**src/rtl/afx_pkg.sv**
```systemverilog
package afx_pkg;
  localparam int WORD_W    = 32;
  localparam int FIELD_W   = 5;
  localparam int DIV_W     = 8;
  localparam int ADDR_W    = 3;
  localparam int FIFO_DEPTH = 32;

  localparam logic [ADDR_W-1:0] A_CTRL = 3'd0;
  localparam logic [ADDR_W-1:0] A_CLK  = 3'd1;
  localparam logic [ADDR_W-1:0] A_FRM  = 3'd2;
  localparam logic [ADDR_W-1:0] A_WRD  = 3'd3;
  localparam logic [ADDR_W-1:0] A_WM   = 3'd4;

  typedef struct packed {
    logic [DIV_W-1:0]   div;
    logic               bclk_inv;
    logic [FIELD_W-1:0] words_m1;
    logic [FIELD_W-1:0] sync_m1;
    logic               early;
    logic               fs_low;
    logic               msb_first;
    logic [FIELD_W-1:0] w0_m1;
    logic [FIELD_W-1:0] wn_m1;
    logic [FIELD_W-1:0] first_bit;
    logic [FIELD_W-1:0] wmark;
  } afx_cfg_t;
endpackage

```
**src/rtl/afx_cfg_regs.sv**
```systemverilog
module afx_cfg_regs
  import afx_pkg::*;
(
  input  logic                clk,
  input  logic                rst_n,
  input  logic                we,
  input  logic [ADDR_W-1:0]   addr,
  input  logic [WORD_W-1:0]   wdata,
  input  logic                set_err,
  output afx_cfg_t            cfg,
  output logic                tx_en,
  output logic                bclk_en,
  output logic                req_en,
  output logic                irq_en,
  output logic                err_flag
);
  logic ctrl_wr;
  logic cfg_wr;
  assign ctrl_wr = we && (addr == A_CTRL);
  assign cfg_wr  = we && !tx_en;

  always_ff @(posedge clk or negedge rst_n) begin
    if (!rst_n) begin
      tx_en   <= 1'b0;
      bclk_en <= 1'b0;
      req_en  <= 1'b0;
      irq_en  <= 1'b0;
    end else if (ctrl_wr) begin
      tx_en   <= wdata[0];
      bclk_en <= wdata[1];
      req_en  <= wdata[2];
      irq_en  <= wdata[3];
    end
  end

  always_ff @(posedge clk or negedge rst_n) begin
    if (!rst_n) begin
      err_flag <= 1'b0;
    end else if (set_err) begin
      err_flag <= 1'b1;
    end else if (ctrl_wr && wdata[4]) begin
      err_flag <= 1'b0;
    end
  end

  always_ff @(posedge clk or negedge rst_n) begin
    if (!rst_n) begin
      cfg <= '0;
    end else if (cfg_wr) begin
      case (addr)
        A_CLK: begin
          cfg.div      <= wdata[DIV_W-1:0];
          cfg.bclk_inv <= wdata[8];
        end
        A_FRM: begin
          cfg.words_m1  <= wdata[4:0];
          cfg.sync_m1   <= wdata[12:8];
          cfg.early     <= wdata[16];
          cfg.fs_low    <= wdata[17];
          cfg.msb_first <= wdata[18];
        end
        A_WRD: begin
          cfg.w0_m1     <= wdata[4:0];
          cfg.wn_m1     <= wdata[12:8];
          cfg.first_bit <= wdata[20:16];
        end
        A_WM: cfg.wmark <= wdata[4:0];
        default: ;
      endcase
    end
  end
endmodule

```
**src/rtl/afx_bclk_gen.sv**
```systemverilog
module afx_bclk_gen #(
  parameter int DIV_W = 8
) (
  input  logic             clk,
  input  logic             rst_n,
  input  logic             en,
  input  logic [DIV_W-1:0] div,
  output logic             lvl,
  output logic             drive_tick
);
  logic [DIV_W-1:0] cnt;
  logic             wrap;

  assign wrap       = (cnt == div);
  assign drive_tick = en && wrap && lvl;

  always_ff @(posedge clk or negedge rst_n) begin
    if (!rst_n) begin
      cnt <= '0;
      lvl <= 1'b0;
    end else if (!en) begin
      cnt <= '0;
      lvl <= 1'b0;
    end else if (wrap) begin
      cnt <= '0;
      lvl <= ~lvl;
    end else begin
      cnt <= cnt + 1'b1;
    end
  end
endmodule

```
**src/rtl/afx_fifo.sv**
```systemverilog
module afx_fifo #(
  parameter int DW    = 32,
  parameter int DEPTH = 32
) (
  input  logic                       clk,
  input  logic                       rst_n,
  input  logic                       push,
  input  logic [DW-1:0]              din,
  input  logic                       pop,
  output logic [DW-1:0]              head,
  output logic [$clog2(DEPTH):0]     count,
  output logic                       full,
  output logic                       empty
);
  localparam int AW = $clog2(DEPTH);

  logic [DW-1:0] mem [DEPTH];
  logic [AW-1:0] wr_ptr;
  logic [AW-1:0] rd_ptr;
  logic          do_push;
  logic          do_pop;

  assign full    = (count == DEPTH[AW:0]);
  assign empty   = (count == '0);
  assign do_push = push && !full;
  assign do_pop  = pop && !empty;
  assign head    = mem[rd_ptr];

  always_ff @(posedge clk) begin
    if (do_push) mem[wr_ptr] <= din;
  end

  always_ff @(posedge clk or negedge rst_n) begin
    if (!rst_n) begin
      wr_ptr <= '0;
      rd_ptr <= '0;
      count  <= '0;
    end else begin
      if (do_push) wr_ptr <= wr_ptr + 1'b1;
      if (do_pop)  rd_ptr <= rd_ptr + 1'b1;
      case ({do_push, do_pop})
        2'b10:   count <= count + 1'b1;
        2'b01:   count <= count - 1'b1;
        default: ;
      endcase
    end
  end
endmodule

```
**src/rtl/afx_frame_engine.sv**
```systemverilog
module afx_frame_engine
  import afx_pkg::*;
#(
  parameter int SLOT_W = $clog2(32 * 32) + 1
) (
  input  logic              clk,
  input  logic              rst_n,
  input  logic              run,
  input  logic              tick,
  input  afx_cfg_t          cfg,
  input  logic              fifo_empty,
  input  logic [WORD_W-1:0] fifo_head,
  output logic              pop,
  output logic              underrun,
  output logic              fs_act,
  output logic              sdata
);
  logic                started;
  logic [SLOT_W-1:0]   slot;
  logic [FIELD_W-1:0]  widx;
  logic [FIELD_W-1:0]  bitk;
  logic [WORD_W-1:0]   shreg;

  logic                lead;
  logic                act;
  logic                word_start;
  logic [WORD_W-1:0]   word_now;
  logic [FIELD_W+1:0]  idx;
  logic                bit_out;
  logic [FIELD_W-1:0]  cur_w;
  logic                last_bit;
  logic                last_word;
  logic [SLOT_W-1:0]   slot_nx;
  logic [SLOT_W-1:0]   sync_ext;
  logic                fs_nx;

  assign lead       = cfg.early && !started;
  assign act        = run && tick && !lead;
  assign word_start = (bitk == '0);
  assign word_now   = word_start ? (fifo_empty ? '0 : fifo_head) : shreg;
  assign pop        = act && word_start && !fifo_empty;
  assign underrun   = act && word_start && fifo_empty;

  always_comb begin
    if (cfg.msb_first) idx = {2'b00, cfg.first_bit} - {2'b00, bitk};
    else               idx = {2'b00, cfg.first_bit} + {2'b00, bitk};
  end

  assign bit_out   = (idx[FIELD_W+1:FIELD_W] == 2'b00) ? word_now[idx[FIELD_W-1:0]] : 1'b0;
  assign cur_w     = (widx == '0) ? cfg.w0_m1 : cfg.wn_m1;
  assign last_bit  = (bitk == cur_w);
  assign last_word = (widx == cfg.words_m1);
  assign slot_nx   = (last_bit && last_word) ? '0 : slot + 1'b1;
  assign sync_ext  = SLOT_W'(cfg.sync_m1);
  assign fs_nx     = cfg.early ? (slot_nx <= sync_ext) : (slot <= sync_ext);

  always_ff @(posedge clk or negedge rst_n) begin
    if (!rst_n) begin
      started <= 1'b0;
      slot    <= '0;
      widx    <= '0;
      bitk    <= '0;
      shreg   <= '0;
      fs_act  <= 1'b0;
      sdata   <= 1'b0;
    end else if (!run) begin
      started <= 1'b0;
      slot    <= '0;
      widx    <= '0;
      bitk    <= '0;
      fs_act  <= 1'b0;
      sdata   <= 1'b0;
    end else if (tick) begin
      started <= 1'b1;
      if (lead) begin
        fs_act <= 1'b1;
        sdata  <= 1'b0;
      end else begin
        shreg  <= word_now;
        sdata  <= bit_out;
        fs_act <= fs_nx;
        slot   <= slot_nx;
        if (last_bit) begin
          bitk <= '0;
          widx <= last_word ? '0 : widx + 1'b1;
        end else begin
          bitk <= bitk + 1'b1;
        end
      end
    end
  end
endmodule

```
**src/rtl/audio_frame_tx.sv**
```systemverilog
module audio_frame_tx
  import afx_pkg::*;
(
  input  logic        clk,
  input  logic        rst_n,
  input  logic        cfg_we,
  input  logic [2:0]  cfg_addr,
  input  logic [31:0] cfg_wdata,
  input  logic        s_valid,
  output logic        s_ready,
  input  logic [31:0] s_data,
  output logic        bclk_o,
  output logic        fsync_o,
  output logic        sdata_o,
  output logic        fifo_req_o,
  output logic        err_flag_o,
  output logic        irq_o
);
  localparam int CNT_W = $clog2(FIFO_DEPTH) + 1;

  afx_cfg_t          cfg;
  logic              tx_en, bclk_en, req_en, irq_en, err_flag;
  logic              bclk_lvl, tick;
  logic              pop, underrun, fs_act, sdata;
  logic [WORD_W-1:0] head;
  logic [CNT_W-1:0]  fifo_count;
  logic              full, empty;

  afx_cfg_regs u_regs (
    .clk(clk), .rst_n(rst_n), .we(cfg_we), .addr(cfg_addr), .wdata(cfg_wdata),
    .set_err(underrun), .cfg(cfg), .tx_en(tx_en), .bclk_en(bclk_en),
    .req_en(req_en), .irq_en(irq_en), .err_flag(err_flag)
  );

  afx_bclk_gen #(.DIV_W(DIV_W)) u_bclk (
    .clk(clk), .rst_n(rst_n), .en(bclk_en), .div(cfg.div),
    .lvl(bclk_lvl), .drive_tick(tick)
  );

  afx_fifo #(.DW(WORD_W), .DEPTH(FIFO_DEPTH)) u_fifo (
    .clk(clk), .rst_n(rst_n), .push(s_valid), .din(s_data), .pop(pop),
    .head(head), .count(fifo_count), .full(full), .empty(empty)
  );

  afx_frame_engine u_eng (
    .clk(clk), .rst_n(rst_n), .run(tx_en), .tick(tick), .cfg(cfg),
    .fifo_empty(empty), .fifo_head(head), .pop(pop), .underrun(underrun),
    .fs_act(fs_act), .sdata(sdata)
  );

  assign s_ready    = !full;
  assign bclk_o     = bclk_lvl ^ cfg.bclk_inv;
  assign fsync_o    = fs_act ^ cfg.fs_low;
  assign sdata_o    = sdata;
  assign fifo_req_o = req_en && (fifo_count <= CNT_W'(cfg.wmark));
  assign err_flag_o = err_flag;
  assign irq_o      = err_flag && irq_en;
endmodule

```
**config.mk**
```make
export PLATFORM = sky130hd
export DESIGN_NAME = audio_frame_tx
export DESIGN_NICKNAME = d
export VERILOG_FILES = /design/src/rtl/afx_pkg.sv /design/src/rtl/afx_cfg_regs.sv /design/src/rtl/afx_bclk_gen.sv /design/src/rtl/afx_fifo.sv /design/src/rtl/afx_frame_engine.sv /design/src/rtl/audio_frame_tx.sv
export SDC_FILE = /design/constraint.sdc
export NUM_CORES = 1
export LEC_CHECK = 0
export ABC_AREA = 1
export BUFFER_PORTS_ARGS = -buffer_cell sky130_fd_sc_hd__buf_4
export CORE_ASPECT_RATIO = 0.8
export CORE_UTILIZATION = 47
export CTS_CLUSTER_DIAMETER = 150
export DETAILED_ROUTE_END_ITERATION = 12
export GPL_ROUTABILITY_DRIVEN = 0
export SYNTH_ARGS = -nofsm -noshare
export SYNTH_HDL_FRONTEND = slang
export SYNTH_SLANG_ARGS = --single-unit
export TNS_END_PERCENT = 10
```
**constraint.sdc**
```tcl
create_clock -name clk -period 5 [get_ports clk]
set_input_delay 0.5 -clock clk [delete_from_list [all_inputs] [get_ports clk]]
set_output_delay 0.5 -clock clk [all_outputs]
set_load 0.1 [all_outputs]
```
# --- Word level (Yosys, flattened, before mapping) ---
# Memories as Yosys holds them, arrays and structs flattened.
# Cells that the tools add are included.
# Widths: inputs -> output; s select.
totals:
  reg_bits: 128
  mem_bits_rw: 1024
  in_bits: 71
  out_inout_bits: 7
  elab_cells: 134
  mem_count: 1
op_classes:
  add_sub_neg: 10
  n_lt_le_gt_ge: 4
  eq_ne: 14
  muxes: 38
  bitwise_logic: 4
  reduce_logical: 35
memory_table:
  columns: ["memory", "words", "width", "read_ports", "rd_clocked_by_memory_dff", "write_ports", "line_no", "text"]
  rows:
  - ["u_fifo.mem", 32, 32, 1, 0, 1, "afx_fifo.sv:17", "logic [DW-1:0] mem [DEPTH];"]
ops:
  columns: ["op", "count"]
  rows:
  - ["$mux 32", 2]
  - ["$mux 5", 10]
  - ["$mux 11", 4]
  - ["$le 11x5->1", 2]
  - ["$add 5x1->5 const B", 4]
  - ["$mux 1", 17]
  - ["$logic_and 1x1->1", 16]
  - ["$mux 8", 2]
  - ["$pmux 6 s2", 1]
  - ["$add 11x1->11 const B", 1]
  - ["$eq 5x5->1", 2]
  - ["$logic_not 5->1", 2]
  - ["$reduce_and 2->1", 5]
  - ["$add 8x1->8 const B", 1]
  - ["$eq 8x8->1", 1]
  - ["$mux 7", 1]
  - ["$add 5x5->6", 1]
  - ["$add 6x1->6 const B", 1]
  - ["$eq 3x2->1 const B", 2]
  - ["$eq 6x6->1 const B", 1]
  - ["$le 6x5->1", 1]
  - ["$logic_not 6->1", 1]
  - ["$lt 5x6->1 const B", 1]
  - ["$ne 2x1->1 const B", 3]
  - ["15 further kinds", 23]

# --- Depth between registers and ports, before layout ---
depth:
  word_depth: 10
  ltp_mapped: 22
  mapped_depth_nobuf: 22

# --- By module ---
# A second synthesis with hierarchy kept.
hier_totals:
  cells_unflattened: 5022
  hier_area_um2: 50971.4
by_module_without_submodules:
  columns: ["mod", "n_inst", "cells_per_inst", "area_each_um2", "seq_area_each_um2"]
  rows:
  - ["afx_fifo", 1, 4096, 44049.7, 31149.9]
  - ["afx_frame_engine", 1, 601, 4242.8, 1401.3]
  - ["afx_cfg_regs", 1, 216, 1938.1, 1176.1]
  - ["afx_bclk_gen", 1, 78, 553.0, 225.2]
  - ["audio_frame_tx", 1, 31, 187.7, 0.0]

# --- Worst setup path after synthesis ---
# No wires, ideal clock.
synth_path:
  path_kind: "register to register"
  startpoint: "register u_fifo.count[0]"
  endpoint: "memory u_fifo.mem[11][0] (enable)"
  setup_ns: 0.421
  arrival_time_ns: 3.276
  t_required_ns: 4.579
  path_slack_ns: 1.303
  stages_incl_launch_ff: 9
  n_path_buf: 0
  period_less_slack_ns: 3.697
  path_cell_list: "dfrtp_1 inv_1 nand4_1 inv_1 nand3_1 nand2_1 clkinv_1 nand2_1 nor2_1"
synth_via:
  elab_chain_len: 5
synth_rtl:
  columns: ["element", "line_no", "text"]
  rows:
  - ["start, declared", "afx_fifo.sv:11", "output logic [$clog2(DEPTH):0] count,"]
  - ["start signal, assigned", "afx_fifo.sv:42", "2'b10: count <= count + 1'b1;"]
  - ["start signal, assigned", "afx_fifo.sv:43", "2'b01: count <= count - 1'b1;"]
  - ["$eq 6x6->1", "afx_fifo.sv:23", "assign full = (count == DEPTH[AW:0]);"]
  - ["$logic_not 1->1", null, null]
  - ["via s_ready", "audio_frame_tx.sv:10", "output logic s_ready,"]
  - ["$logic_and 1x1->1", "afx_fifo.sv:25", "assign do_push = push && !full;"]
  - ["$mux 1", "afx_fifo.sv:30", "if (do_push) mem[wr_ptr] <= din;"]
  - ["$mux 1 (not written as such)", "afx_fifo.sv:30", null]
  - ["end, declared", "afx_fifo.sv:17", null]
# The timed path passes the listed nets, and every way through them passes these cells.

# --- Worst setup path in the final report ---
layout_path:
  startpoint: "register u_bclk.cnt[6]"
  endpoint: "register u_fifo.count[5]"
layout_via:
  elab_chain_len: 10
  elab_cells_between_ends: 12
  classes_between: "3 x eq/ne; 1 x mux; 8 x reduce/logical"
layout_rtl:
  columns: ["element", "line_no", "text"]
  rows:
  - ["start, declared", "afx_bclk_gen.sv:11", "logic [DIV_W-1:0] cnt;"]
  - ["start signal, assigned", "afx_bclk_gen.sv:28", "cnt <= cnt + 1'b1;"]
  - ["$eq 8x8->1 (*)", "afx_bclk_gen.sv:14", "assign wrap = (cnt == div);"]
  - ["$logic_and 1x1->1 (*) (2 in a row)", "afx_bclk_gen.sv:15", "assign drive_tick = en && wrap && lvl;"]
  - ["$logic_and 1x1->1 (*) (2 in a row)", "afx_frame_engine.sv:38", "assign act = run && tick && !lead;"]
  - ["$logic_and 1x1->1 (*) (2 in a row)", "afx_frame_engine.sv:41", "assign pop = act && word_start && !fifo_empty;"]
  - ["$logic_and 1x1->1 (*)", "afx_fifo.sv:26", "assign do_pop = pop && !empty;"]
  - ["via u_fifo.do_pop", "afx_fifo.sv:21", "logic do_pop;"]
  - ["$eq 2x1->1 or $eq 2x2->1 (tied branches)", "afx_fifo.sv:41", "case ({do_push, do_pop})"]
  - ["$pmux 6 s2 or $reduce_bool 2->1 (tied branches)", null, null]
# The timed path passes the listed nets; every way through them passes the cells marked *.
# A chain may end at the register's enable or synchronous reset.

==> flow_metrics.env <==
export IMPL_cts_buffers=113
export IMPL_ff2ff_setup_slack_ps=950
export IMPL_path_delay_family="simple AND/OR/NAND/NOR gates"
export IMPL_r2r_end="u_fifo.count[5]$_DFFE_PN0P_"
export IMPL_synth_edff_count=1024
export IMPL_hp_start="cfg_wdata[6]"
export IMPL_synth_cells=4286
export IMPL_hold_viol=0
export IMPL_finalSetupViolations=0
export IMPL_worst_path_max_delay_cell="nor4_2"
export IMPL_hold_depth=3
export IMPL_ctsResizeCount=0
export IMPL_power_leakage_nw=20.0
export IMPL_post_cts_buffers=0
export IMPL_first_pass_iters=5
export IMPL_clk_pin_slew_worst_paths_ps=60
export IMPL_die_h_um=288
export IMPL_die_area_um2=104000
export IMPL_critPathBufInv=2
export IMPL_grt_pass1_wl_mm=195
export IMPL_htreeDepth=3
export IMPL_setup_ws_ps=945
export IMPL_p_per_area_nw_per_um2=400
export IMPL_syn_nets=4401
export IMPL_max_cap_violations=0
export IMPL_ant_nets=0
export IMPL_antenna_found_initial=3
export IMPL_outcome="finished clean"
export IMPL_skew_ps=22.6
export IMPL_cp_end_kind="flop"
export IMPL_num_rows=104
export IMPL_syn_cell_area_um2=48100
export IMPL_syn2layout_area_growth_pct=12.4
export IMPL_rsz0062_at_grt="false"
export IMPL_grt_overflow_total=0
export IMPL_fmax_ghz=0.247
export IMPL_drc=0
export IMPL_whs_endpoint="u_regs.cfg[40]$_DFFE_PN0P_"
export IMPL_setup_tns_ps=0
export IMPL_netlist_cell_type_count=40
export IMPL_vias=31950
export IMPL_synth_main_ff_cell="edfxtp_1"
export IMPL_cts_tree="yes"
export IMPL_cts_root_buf="clkbuf_16"
export IMPL_peakVddDrop_mv=0.310
export IMPL_rr_startpoint="u_bclk.cnt[6]$_DFF_PN0_"
export IMPL_wl_per_cell_um=22.8
export IMPL_crit_fanout=9
export IMPL_dp_slack_ps=969
export IMPL_yosysWarnings=0
export IMPL_seq_area_um2=34000
export IMPL_seq_area_frac_synth_pct=70.6
export IMPL_maxSlewHeadroom_pct=18.8
export IMPL_grt_max_degree=180
export IMPL_core_um2=101000
export IMPL_ff2ff_path_depth=20
export IMPL_worst_ep_arrival_time_ps=4660
export IMPL_synth_avg_cell_area_um2=11.2
export IMPL_groute_usage_overall_pct=25.3
export IMPL_cp_data_required_time_ps=5610
export IMPL_final_nets=4433
export IMPL_critPathKind="flop to flop"
export IMPL_cpPeakStageDelay_ps=450
export IMPL_finalCritPeriodShare_pct=81.1
export IMPL_nFillCells=8619
export IMPL_cp_common_cell="nand2_1"
export IMPL_finalMaxSlewViolations=0
export IMPL_clk_latency_ps=720
export IMPL_drt_iter0_markers=3857
export IMPL_async_flop_share_pct=11.1
export IMPL_clk_path_buf_depth=3
export IMPL_startpoint_type="flop"
export IMPL_via_per_inst=5.56
export IMPL_grt_pass1_vias=29551
export IMPL_dp_hpwl_mm=70.3
export IMPL_finalCriticalPeriod_ps=4050
export IMPL_io_buffers=63
export IMPL_tightest_slew_ps=1220
export IMPL_min_path_type="input port to flop"
export IMPL_fp_dieW_um=360
export IMPL_synth_seq_cells=1152
export IMPL_cts_sinks=1152
export IMPL_worstPathCellList="nand2_1, nand4_1, nor4_2, nand2_1, nor2_2, nand2_1, nor2_2, nand2_1, inv_1, ha_1, ha_1, a21oi_1, inv_1, a31oi_1, nor2_1, nor2_1, nor2_1, o21ai_0, nand3_1, xor2_1"
export IMPL_start_util_pct=47.6
export IMPL_wl_mm=131
export IMPL_pin_count=78
export IMPL_drive_above_1_share_pct=8.29
export IMPL_multiInputGateArea_um2=12700
[worst max path at each step]
stage	slack, ps	startpoint	cells after the start	end
global route	330	u_bclk.cnt[6]$_DFF_PN0_	20	u_fifo.count[5]$_DFFE_PN0P_
global placement	990	u_bclk.cnt[6]$_DFF_PN0_	21	u_fifo.count[5]$_DFFE_PN0P_
finish	950	u_bclk.cnt[6]$_DFF_PN0_	20	u_fifo.count[5]$_DFFE_PN0P_
detailed placement	970	u_bclk.cnt[6]$_DFF_PN0_	21	u_fifo.count[5]$_DFFE_PN0P_
CTS	960	u_bclk.cnt[6]$_DFF_PN0_	21	u_fifo.count[5]$_DFFE_PN0P_
floorplan	1300	u_fifo.count[0]$_DFFE_PN0P_	8	u_fifo.mem[11][0]$_DFFE_PP_
[routing by layer]
layer	track usage, %	wire, um
met5	0	23
met4	6.79	3240
met3	4.07	9460
met2	39.0	58800
met1	37.4	59200
[state kept, by name, summed over array words and instances, names as in the netlist, 5 cells and up]
signal         cells
u_eng.widx         5
u_regs.cfg        42
u_eng.slot        11
u_eng.shreg       32
u_eng.bitk         5
u_fifo.rd_ptr      5
u_fifo.count       6
u_fifo.mem      1024
u_fifo.wr_ptr      5
u_bclk.cnt         8
[stage by stage]
stage | util, % | hold slack [ps] | cells | power, mW | area [um^2]
floorplan | - | 204 | 4286 | 12.5 | 48100
global placement | 50.0 | 449 | 5524 | 13.5 | 50400
detailed placement | 50.0 | 462 | 5524 | 13.5 | 50400
CTS | 53.5 | 15.2 | 5741 | 21.7 | 54100
global route | 53.5 | 47.8 | 5741 | 22.3 | 54100
finish | 53.5 | 57.7 | 5742 | 21.6 | 54100
[kinds of logic after synthesis]
kind of cell	count (synthesis)	synth area share, %
and+or+nand+nor	2060	17.5
DFF	1152	70.6
AOI/OAI and AO/OA	602	6.46
buffers and inverters	394	3.60
adders and majority gates	44	1.19
xor gates and xnor gates	31	0.564
muxes	3	0.0676
[timing repair]
action | 4_1_cts | 5_1_grt
hold buffers | 4 | 0
setup endpoints to repair | 0 | 0
hold endpoints to repair | 78 | 0
[final cells by class]
type / instances / share of cell area, %
flip-flops and latches: 1152 / 62.8
multi-input cells: 2740 / 23.4
clock buffers: 153 / 5.77
well taps: 1325 / 3.07
repair buffers: 152 / 2.92
inverters: 159 / 1.14
clock inverters: 60 / 0.831
diodes: 1 / 0.00463
[cell usage after synthesis (9+ instances only)]
library cell | n | area share [%]
buf_2 | 69 | 0.72
o211ai_1 | 23 | 0.36
buf_6 | 21 | 0.49
o21ai_1 | 42 | 0.44
clkbuf_1 | 119 | 0.93
o21ai_0 | 402 | 4.2
edfxtp_1 | 1024 | 64
nor2_1 | 664 | 5.2
buf_1 | 23 | 0.18
nand2_1 | 882 | 6.9
nor3_1 | 9 | 0.094
dfrtp_1 | 128 | 6.7
inv_1 | 152 | 1.2
xor2_1 | 28 | 0.51
nand4_1 | 10 | 0.13
ha_1 | 41 | 1.1
nand3_1 | 476 | 5.0
a21oi_1 | 116 | 1.2
[power breakdown]
| part | leakage (nW) | internal (mW) | switching [mW] |
|---|---|---|---|
| clock | 1.74 | 4.63 | 3.66 |
| combinational | 7.31 | 0.503 | 1.47 |
| sequential | 10.9 | 11.1 | 0.208 |
| total | 20.0 | 16.3 | 5.34 |
[worst reg2reg max path, stage by stage (launching register included)]
cell     delay (ps)
dfrtp_1         410
nand2_1          80
nand4_1         150
nor4_2          450
nand2_1         150
nor2_2          300
nand2_1         180
nor2_2          390
nand2_1         110
inv_1            80
ha_1            290
ha_1            320
a21oi_1         160
inv_1            50
a31oi_1         190
nor2_1           90
nor2_1           90
nor2_1           60
o21ai_0         140
nand3_1         110
xor2_1          150
[placed cells by master (no fill, tap or decap), types with 3 or more instances in the layout]
master / n
edfxtp_1: 1024
nand2_1: 882
nor2_1: 631
nand3_1: 475
o21ai_0: 402
inv_1: 149
dfrtp_1: 124
clkbuf_16: 117
a21oi_1: 116
buf_4: 113
o21ai_1: 42
ha_1: 41
buf_12: 34
nor2_4: 33
clkinv_1: 29
clkbuf_1: 29
xor2_1: 28
o211ai_1: 23
clkinv_2: 19
nand4_1: 10
nor3_1: 9
o22ai_1: 7
or2_2: 6
inv_6: 5
bufinv_16: 5
clkbuf_8: 5
nor4_1: 4
inv_2: 4
o31ai_1: 4
clkinvlp_4: 4
dlygate4sd3_1: 4
xnor2_1: 3
nand2_2: 3
fa_1: 3
dfrtp_4: 3
Note: power is estimated with default switching activity, not from simulation.
